$ cat src/rtl/vcx_pkg.sv
package vcx_pkg;

    // Opcode values carried in the field just above the count.
    localparam int VCX_OPC_RAW     = 0;
    localparam int VCX_OPC_RAW_RPT = 1;
    localparam int VCX_OPC_PIX     = 2;
    localparam int VCX_OPC_PIX_RPT = 3;

    // Decoded command class; every undefined opcode folds into CLS_SKIP.
    typedef enum logic [2:0] {
        CLS_SKIP,
        CLS_RAW,
        CLS_RAW_RPT,
        CLS_PIX,
        CLS_PIX_RPT
    } vcx_cls_e;

    typedef enum logic [1:0] {
        ST_IDLE,    // next accepted word is a command
        ST_STREAM,  // passing count words through once each
        ST_LATCH,   // waiting for the word that will be repeated
        ST_REPEAT   // replaying the held word, input blocked
    } vcx_state_e;

endpackage

$ cat src/rtl/vcx_cmd_decode.sv
module vcx_cmd_decode
    import vcx_pkg::*;
#(
    parameter int CNT_W = 12,
    parameter int OP_W  = 4
) (
    input  logic [OP_W+CNT_W-1:0] field_i,
    output vcx_cls_e              cls_o,
    output logic [CNT_W-1:0]      cnt_o,
    output logic                  zero_o
);

    localparam logic [OP_W-1:0] K_RAW     = OP_W'(VCX_OPC_RAW);
    localparam logic [OP_W-1:0] K_RAW_RPT = OP_W'(VCX_OPC_RAW_RPT);
    localparam logic [OP_W-1:0] K_PIX     = OP_W'(VCX_OPC_PIX);
    localparam logic [OP_W-1:0] K_PIX_RPT = OP_W'(VCX_OPC_PIX_RPT);

    logic [OP_W-1:0] opcode;

    assign opcode = field_i[CNT_W +: OP_W];
    assign cnt_o  = field_i[CNT_W-1:0];
    assign zero_o = (field_i[CNT_W-1:0] == '0);

    always_comb begin
        case (opcode)
            K_RAW:     cls_o = CLS_RAW;
            K_RAW_RPT: cls_o = CLS_RAW_RPT;
            K_PIX:     cls_o = CLS_PIX;
            K_PIX_RPT: cls_o = CLS_PIX_RPT;
            default:   cls_o = CLS_SKIP;   // nop and undefined codes
        endcase
    end

endmodule

$ cat src/rtl/vcx_sequencer.sv
module vcx_sequencer
    import vcx_pkg::*;
#(
    parameter int DATA_W = 32,
    parameter int CNT_W  = 12
) (
    input  logic              clk,
    input  logic              rst_n,
    input  logic              in_valid,
    input  logic [DATA_W-1:0] in_data,
    input  vcx_cls_e          cls_i,
    input  logic [CNT_W-1:0]  cnt_i,
    input  logic              zero_i,
    output logic              in_ready,
    output logic              emit_v,
    output logic [DATA_W-1:0] emit_d,
    output logic              emit_p,
    output vcx_state_e        state_o
);

    localparam logic [CNT_W-1:0] CNT_ONE = CNT_W'(1);

    typedef struct packed {
        vcx_state_e        st;
        logic [CNT_W-1:0]  cnt;
        logic              pix;
        logic [DATA_W-1:0] hold;
    } seq_t;

    seq_t seq_d, seq_q;
    logic take;

    assign take    = in_valid && in_ready;
    assign state_o = seq_q.st;

    always_comb begin
        seq_d    = seq_q;
        in_ready = (seq_q.st != ST_REPEAT);
        emit_v   = 1'b0;
        emit_d   = seq_q.hold;
        emit_p   = seq_q.pix;

        case (seq_q.st)
            ST_IDLE: begin
                if (take && !zero_i) begin
                    seq_d.cnt = cnt_i;
                    case (cls_i)
                        CLS_RAW: begin
                            seq_d.st  = ST_STREAM;
                            seq_d.pix = 1'b0;
                        end
                        CLS_PIX: begin
                            seq_d.st  = ST_STREAM;
                            seq_d.pix = 1'b1;
                        end
                        CLS_RAW_RPT: begin
                            seq_d.st  = ST_LATCH;
                            seq_d.pix = 1'b0;
                        end
                        CLS_PIX_RPT: begin
                            seq_d.st  = ST_LATCH;
                            seq_d.pix = 1'b1;
                        end
                        default: seq_d.st = ST_IDLE;
                    endcase
                end
            end
            ST_STREAM: begin
                if (take) begin
                    emit_v    = 1'b1;
                    emit_d    = in_data;
                    seq_d.cnt = seq_q.cnt - CNT_ONE;
                    if (seq_q.cnt == CNT_ONE) begin
                        seq_d.st = ST_IDLE;
                    end
                end
            end
            ST_LATCH: begin
                if (take) begin
                    emit_v     = 1'b1;
                    emit_d     = in_data;
                    seq_d.hold = in_data;
                    seq_d.cnt  = seq_q.cnt - CNT_ONE;
                    seq_d.st   = (seq_q.cnt == CNT_ONE) ? ST_IDLE : ST_REPEAT;
                end
            end
            ST_REPEAT: begin
                emit_v    = 1'b1;
                seq_d.cnt = seq_q.cnt - CNT_ONE;
                if (seq_q.cnt == CNT_ONE) begin
                    seq_d.st = ST_IDLE;
                end
            end
            default: seq_d.st = ST_IDLE;
        endcase
    end

    always_ff @(posedge clk) begin
        if (!rst_n) begin
            seq_q <= '{st: ST_IDLE, cnt: '0, pix: 1'b0, hold: '0};
        end else begin
            seq_q <= seq_d;
        end
    end

    // a command that still owes words never sits at a zero count
    assert_busy_count_nonzero_R9: assert property (@(posedge clk) disable iff (!rst_n)
        (seq_q.st != ST_IDLE) |-> (seq_q.cnt != '0));

    // with no word offered, the remaining count of a stream is kept
    assert_stall_keeps_count_R9: assert property (@(posedge clk) disable iff (!rst_n)
        (seq_q.st == ST_STREAM && !in_valid) |=> (seq_q.st == ST_STREAM) && $stable(seq_q.cnt));

    // the last replay cycle returns the block to command decoding
    assert_repeat_ends_R3: assert property (@(posedge clk) disable iff (!rst_n)
        (seq_q.st == ST_REPEAT && seq_q.cnt == CNT_ONE) |=> (seq_q.st == ST_IDLE) && in_ready);

endmodule

$ cat src/rtl/vcx_out_stage.sv
module vcx_out_stage #(
    parameter int DATA_W = 32
) (
    input  logic              clk,
    input  logic              rst_n,
    input  logic              emit_v,
    input  logic [DATA_W-1:0] emit_d,
    input  logic              emit_p,
    output logic              out_valid,
    output logic [DATA_W-1:0] out_data,
    output logic              out_is_pixel
);

    typedef struct packed {
        logic              v;
        logic [DATA_W-1:0] d;
        logic              p;
    } ostg_t;

    ostg_t ostg_d, ostg_q;

    always_comb begin
        ostg_d = ostg_q;
        ostg_d.v = emit_v;
        if (emit_v) begin
            ostg_d.d = emit_d;
            ostg_d.p = emit_p;
        end
    end

    always_ff @(posedge clk) begin
        if (!rst_n) begin
            ostg_q <= '0;
        end else begin
            ostg_q <= ostg_d;
        end
    end

    assign out_valid    = ostg_q.v;
    assign out_data     = ostg_q.d;
    assign out_is_pixel = ostg_q.p;

endmodule

$ cat src/rtl/vid_cmd_expander.sv
module vid_cmd_expander
    import vcx_pkg::*;
#(
    parameter int DATA_W = 32,
    parameter int CNT_W  = 12,
    parameter int OP_W   = 4
) (
    input  logic              clk,
    input  logic              rst_n,
    input  logic              in_valid,
    output logic              in_ready,
    input  logic [DATA_W-1:0] in_data,
    output logic              out_valid,
    output logic [DATA_W-1:0] out_data,
    output logic              out_is_pixel
);

    localparam int               FIELD_W = OP_W + CNT_W;
    localparam logic [OP_W-1:0]  OP_LAST_DEF = OP_W'(VCX_OPC_PIX_RPT);
    localparam logic [OP_W-1:0]  OP_NOP      = '1;

    vcx_cls_e          cls;
    logic [CNT_W-1:0]  cnt;
    logic              zero;
    logic              emit_v;
    logic [DATA_W-1:0] emit_d;
    logic              emit_p;
    vcx_state_e        st;
    logic [OP_W-1:0]   in_op;

    assign in_op = in_data[CNT_W +: OP_W];

    vcx_cmd_decode #(
        .CNT_W (CNT_W),
        .OP_W  (OP_W)
    ) dec_i (
        .field_i (in_data[FIELD_W-1:0]),
        .cls_o   (cls),
        .cnt_o   (cnt),
        .zero_o  (zero)
    );

    vcx_sequencer #(
        .DATA_W (DATA_W),
        .CNT_W  (CNT_W)
    ) seq_i (
        .clk      (clk),
        .rst_n    (rst_n),
        .in_valid (in_valid),
        .in_data  (in_data),
        .cls_i    (cls),
        .cnt_i    (cnt),
        .zero_i   (zero),
        .in_ready (in_ready),
        .emit_v   (emit_v),
        .emit_d   (emit_d),
        .emit_p   (emit_p),
        .state_o  (st)
    );

    vcx_out_stage #(
        .DATA_W (DATA_W)
    ) ostg_i (
        .clk          (clk),
        .rst_n        (rst_n),
        .emit_v       (emit_v),
        .emit_d       (emit_d),
        .emit_p       (emit_p),
        .out_valid    (out_valid),
        .out_data     (out_data),
        .out_is_pixel (out_is_pixel)
    );

    // a streamed word shows up unmodified one cycle after acceptance
    assert_stream_latency_R10: assert property (@(posedge clk) disable iff (!rst_n)
        (st == ST_STREAM && in_valid && in_ready) |=> out_valid && (out_data == $past(in_data)));

    // no accepted word and no replay means no output next cycle
    assert_stall_quiet_R9: assert property (@(posedge clk) disable iff (!rst_n)
        (st != ST_REPEAT && !(in_valid && in_ready)) |=> !out_valid);

    // replay cycles keep the same word and tag on the output
    assert_repeat_steady_R3: assert property (@(posedge clk) disable iff (!rst_n)
        (st == ST_REPEAT) |=> out_valid && $stable(out_data) && $stable(out_is_pixel));

    // the all-ones opcode emits nothing and leaves the block idle
    assert_nop_silent_R6: assert property (@(posedge clk) disable iff (!rst_n)
        (st == ST_IDLE && in_valid && in_op == OP_NOP) |=> !out_valid && in_ready && (st == ST_IDLE));

    // undefined opcodes behave as the nop
    assert_undef_is_nop_R7: assert property (@(posedge clk) disable iff (!rst_n)
        (st == ST_IDLE && in_valid && in_op > OP_LAST_DEF && in_op != OP_NOP)
        |=> !out_valid && in_ready && (st == ST_IDLE));

    // a zero count leaves the block waiting for another command
    assert_zero_count_idle_R8: assert property (@(posedge clk) disable iff (!rst_n)
        (st == ST_IDLE && in_valid && in_data[CNT_W-1:0] == '0) |=> !out_valid && (st == ST_IDLE));

endmodule

$ cat config.mk
export PLATFORM = sky130hd
export DESIGN_NAME = vid_cmd_expander
export DESIGN_NICKNAME = d
export VERILOG_FILES = /design/src/rtl/vcx_pkg.sv /design/src/rtl/vcx_cmd_decode.sv /design/src/rtl/vcx_sequencer.sv /design/src/rtl/vcx_out_stage.sv /design/src/rtl/vid_cmd_expander.sv
export SDC_FILE = /design/constraint.sdc
export NUM_CORES = 1
export LEC_CHECK = 0
export BUFFER_PORTS_ARGS = -buffer_cell sky130_fd_sc_hd__buf_4
export CAP_MARGIN = 20
export CORE_MARGIN = 2
export CORE_UTILIZATION = 50
export DETAILED_ROUTE_END_ITERATION = 7
export GPL_TIMING_DRIVEN = 0
export PLACE_DENSITY = 0.73
export SYNTH_ARGS = -nofsm -noshare
export SYNTH_HDL_FRONTEND = slang
export SYNTH_SLANG_ARGS = --single-unit
$ cat constraint.sdc
create_clock -name clk -period 2 [get_ports clk]
set_input_delay 0.4 -clock clk [delete_from_list [all_inputs] [get_ports clk]]
set_output_delay 0.4 -clock clk [all_outputs]
set_load 0.05 [all_outputs]
==> results_dict.tcl <==
set metrics [dict create \
    reg2reg_slack_ns 0.11 \
    seqPwrFrac_pct 33.3 \
    die_h_um 89.8 \
    critPathCaptureType "flop" \
    gp_congestion 0.851 \
    worst_setup_path_start_kind "flop" \
    fmax_mhz 529 \
    fin_nets 590 \
    critPathArrivalTime_ns 2.19 \
    dominantRegCellSynth "dfxtp_1" \
    ys_ff_latch 81 \
    synth_cells 468 \
    area_growth_pct 25.3 \
    cts_tree "done" \
    ir_drop_mv 0.596 \
    synth.largest_area_cell "dfxtp_1" \
    cp.required_ns 2.29 \
    cts.path.max_buffers 2 \
    ys_top_cells_by_count "nand2_1 (108), dfxtp_1 (81), nor2_1 (50)" \
    synth_enable_flop_cells 0 \
    synth.avg_cell_area_sq_um 7.86 \
    leakage_nw 1.66 \
    holdBufCountCts 0 \
    grt-ovfl-total 0 \
    seqCellArea_sq_um 1620 \
    tightest_slew_ns 0.579 \
    pwr-share-comb_pct 45.1 \
    synthArstFlopShare_pct 0 \
    syn_area_sq_um 3680 \
    wl_per_cell_um 15.1 \
    io_buffers 69 \
    pwr_density_cell_nw_per_um2 1360 \
    p_total_mw 6.29 \
    drt_iter0_drc 176 \
    ios 70 \
    cts_sinks 81 \
    ys_warn_count 0 \
    swShare_pct 42.9 \
    clkPwrFrac_pct 21.7 \
    ant_nets 0 \
    maxCapViolations 0 \
    yosysSeqAreaShare_pct 44.1 \
    core_area_sq_um 7180 \
    clk_latency_ns 0.37 \
    cts_buffers 9 \
    rsz0062_at_grt "true" \
    drt-total-wl_um 9830 \
    drc_errors 0 \
    critPathMaxFanout 10 \
    final.min_clock_period_ns 1.89 \
    num_antenna_cells 0 \
    fin_cells 652 \
    rows 31 \
    antenna_found_initial 0 \
    relSlewSlack_pct 61.4 \
    cts_root_buf "clkbuf_8" \
    drtPass1Iterations 5 \
    synth_top_area_share_pct 44.1 \
    placed_cells_incl_taps 636 \
    drive_above_1_share_pct 23.0 \
    via_count 3647 \
    htree_num_levels 3 \
    grt_pass1_wl_um 16200 \
    multiInputGateArea_sq_um 1890 \
    dieArea_sq_um 8060 \
    final-hold-violation-count 0 \
    p_int_mw 3.59 \
    setup_tns_ns 0 \
    switchingPower_mw 2.70 \
    via_per_inst 5.59 \
    grt_max_degree 16 \
    worstSetupPathType "reg -> reg" \
    hpwlAfterDp_um 7130 \
    clk_pin_slew_ns 0.08 \
    fp.dieW_um 89.8 \
    finClkSkew_ns 0.00866 \
    syn_nets 510 \
    finalCritPeriodShare_pct 94.6 \
    yosysMostFrequentCell "nand2_1" \
    fill_cells 636 \
    hold_class "in -> reg" \
    yosysUniqueCellTypes 47 \
    finalSetupViolCount 0 \
    status "complete, no violations" \
    grt_pass1_vias 3350 \
    drv_slew 0 \
    hold_ws_ns 0.290 \
    synth_area_leaders "dfxtp_1 (44%), nand2_1 (11%), a311oi_1 (7.6%)" \
    initial_core_util_pct 51.3 \
    track_usage_pct 24.7 \
]
[cells by family after synthesis]
kind of cell	after synthesis	synth area share, %
and+or+nand+nor	220	26.7
buffers and inverters	45	5.10
DFF	81	44.1
AOI/OAI and AO/OA	111	20.8
adders and majority gates	7	2.38
muxes	1	0.272
xor gates and xnor gates	3	0.714
[registers in the layout, indices dropped and copies added (netlist names)]
name / count
ostg_i.out_data: 32
ostg_i.out_is_pixel: 1
ostg_i.out_valid: 1
seq_i.emit_p: 1
seq_i.seq_q: 44
seq_i.state_o: 2
[final cells by class]
| class | count | area share, % |
|---|---|---|
| multi-input cells | 342 | 41.0 |
| flip-flops and latches | 81 | 35.2 |
| repair buffers | 70 | 11.4 |
| plain buffers | 37 | 4.21 |
| clock buffers | 9 | 2.69 |
| well taps | 99 | 2.69 |
| clock inverters | 7 | 2.23 |
| inverters | 7 | 0.570 |
[stage by stage]
step	area, sq um	utilization [%]	setup slack (ns)
floorplan	3680	-	0.230
global placement	4320	60.2	-0.148
detailed placement	4320	60.2	-0.196
CTS	4570	63.7	0.0215
global route	4610	64.2	-0.00731
finish	4610	64.2	0.109
[placed cells by master, fill, tap and decap left out, types with 4 or more instances in the layout]
cell type | Yosys | final
inv_1 | 6 | 6
nand3_1 | 35 | 35
clkbuf_1 | 20 | 11
clkbuf_8 | 0 | 9
ha_1 | 7 | 6
a311oi_1 | 32 | 32
buf_2 | 9 | 7
buf_4 | 0 | 71
o21ai_1 | 5 | 5
nand2_1 | 108 | 108
nor3_1 | 4 | 4
nor2_1 | 50 | 48
clkbuf_2 | 0 | 10
dfxtp_1 | 81 | 79
a211oi_1 | 6 | 6
o21ai_0 | 7 | 7
a21oi_1 | 45 | 44
[critical path, stage by stage, from the launching register on]
cell,delay [ns]
dfxtp_2,0.35
ha_1,0.29
nor2b_1,0.13
buf_2,0.21
and2_1,0.15
clkbuf_1,0.21
buf_2,0.28
nand2_1,0.09
a21oi_1,0.12
[final timing paths]
| kind | end | from | cells after the start |
|---|---|---|---|
| max | seq_i.seq_q[28] | seq_i.state_o[0] | 8 |
| min reg2reg | seq_i.seq_q[17] | seq_i.seq_q[17] | 2 |
| max reg2reg | seq_i.seq_q[28] | seq_i.state_o[0] | 8 |
| min | seq_i.seq_q[30] | in_data[30] | 3 |
[timing repair]
action                                  in CTS  in global routing
pin swaps                                    1                  2
gates cloned                                 0                  0
endpoints found under the setup margin      31                 46
resized for setup                            9                 25
buffers inserted                             1                  0
[power by group through the flow]
stage | logic [mW] | clock network [mW] | registers (mW)
4_1_cts | 2.75 | 1.38 | 2.09
3_5_place_dp | 2.72 | 0 | 2.12
6_report | 2.83 | 1.36 | 2.09
3_3_place_gp | 2.68 | 0 | 2.11
2_1_floorplan | 1.53 | 0 | 2.56
5_1_grt | 3.07 | 1.46 | 2.12
[routing by layer]
metal  vias to the layer above  global-route usage (%)  wire [um]
li1                       1797                       -          -
met1                      1704                    30.8       4310
met2                       127                    41.5       4710
met3                        19                    4.78        613
met4                         0                    11.5        204
met5                         -                       0          0
(Power assumes the default switching activity.)
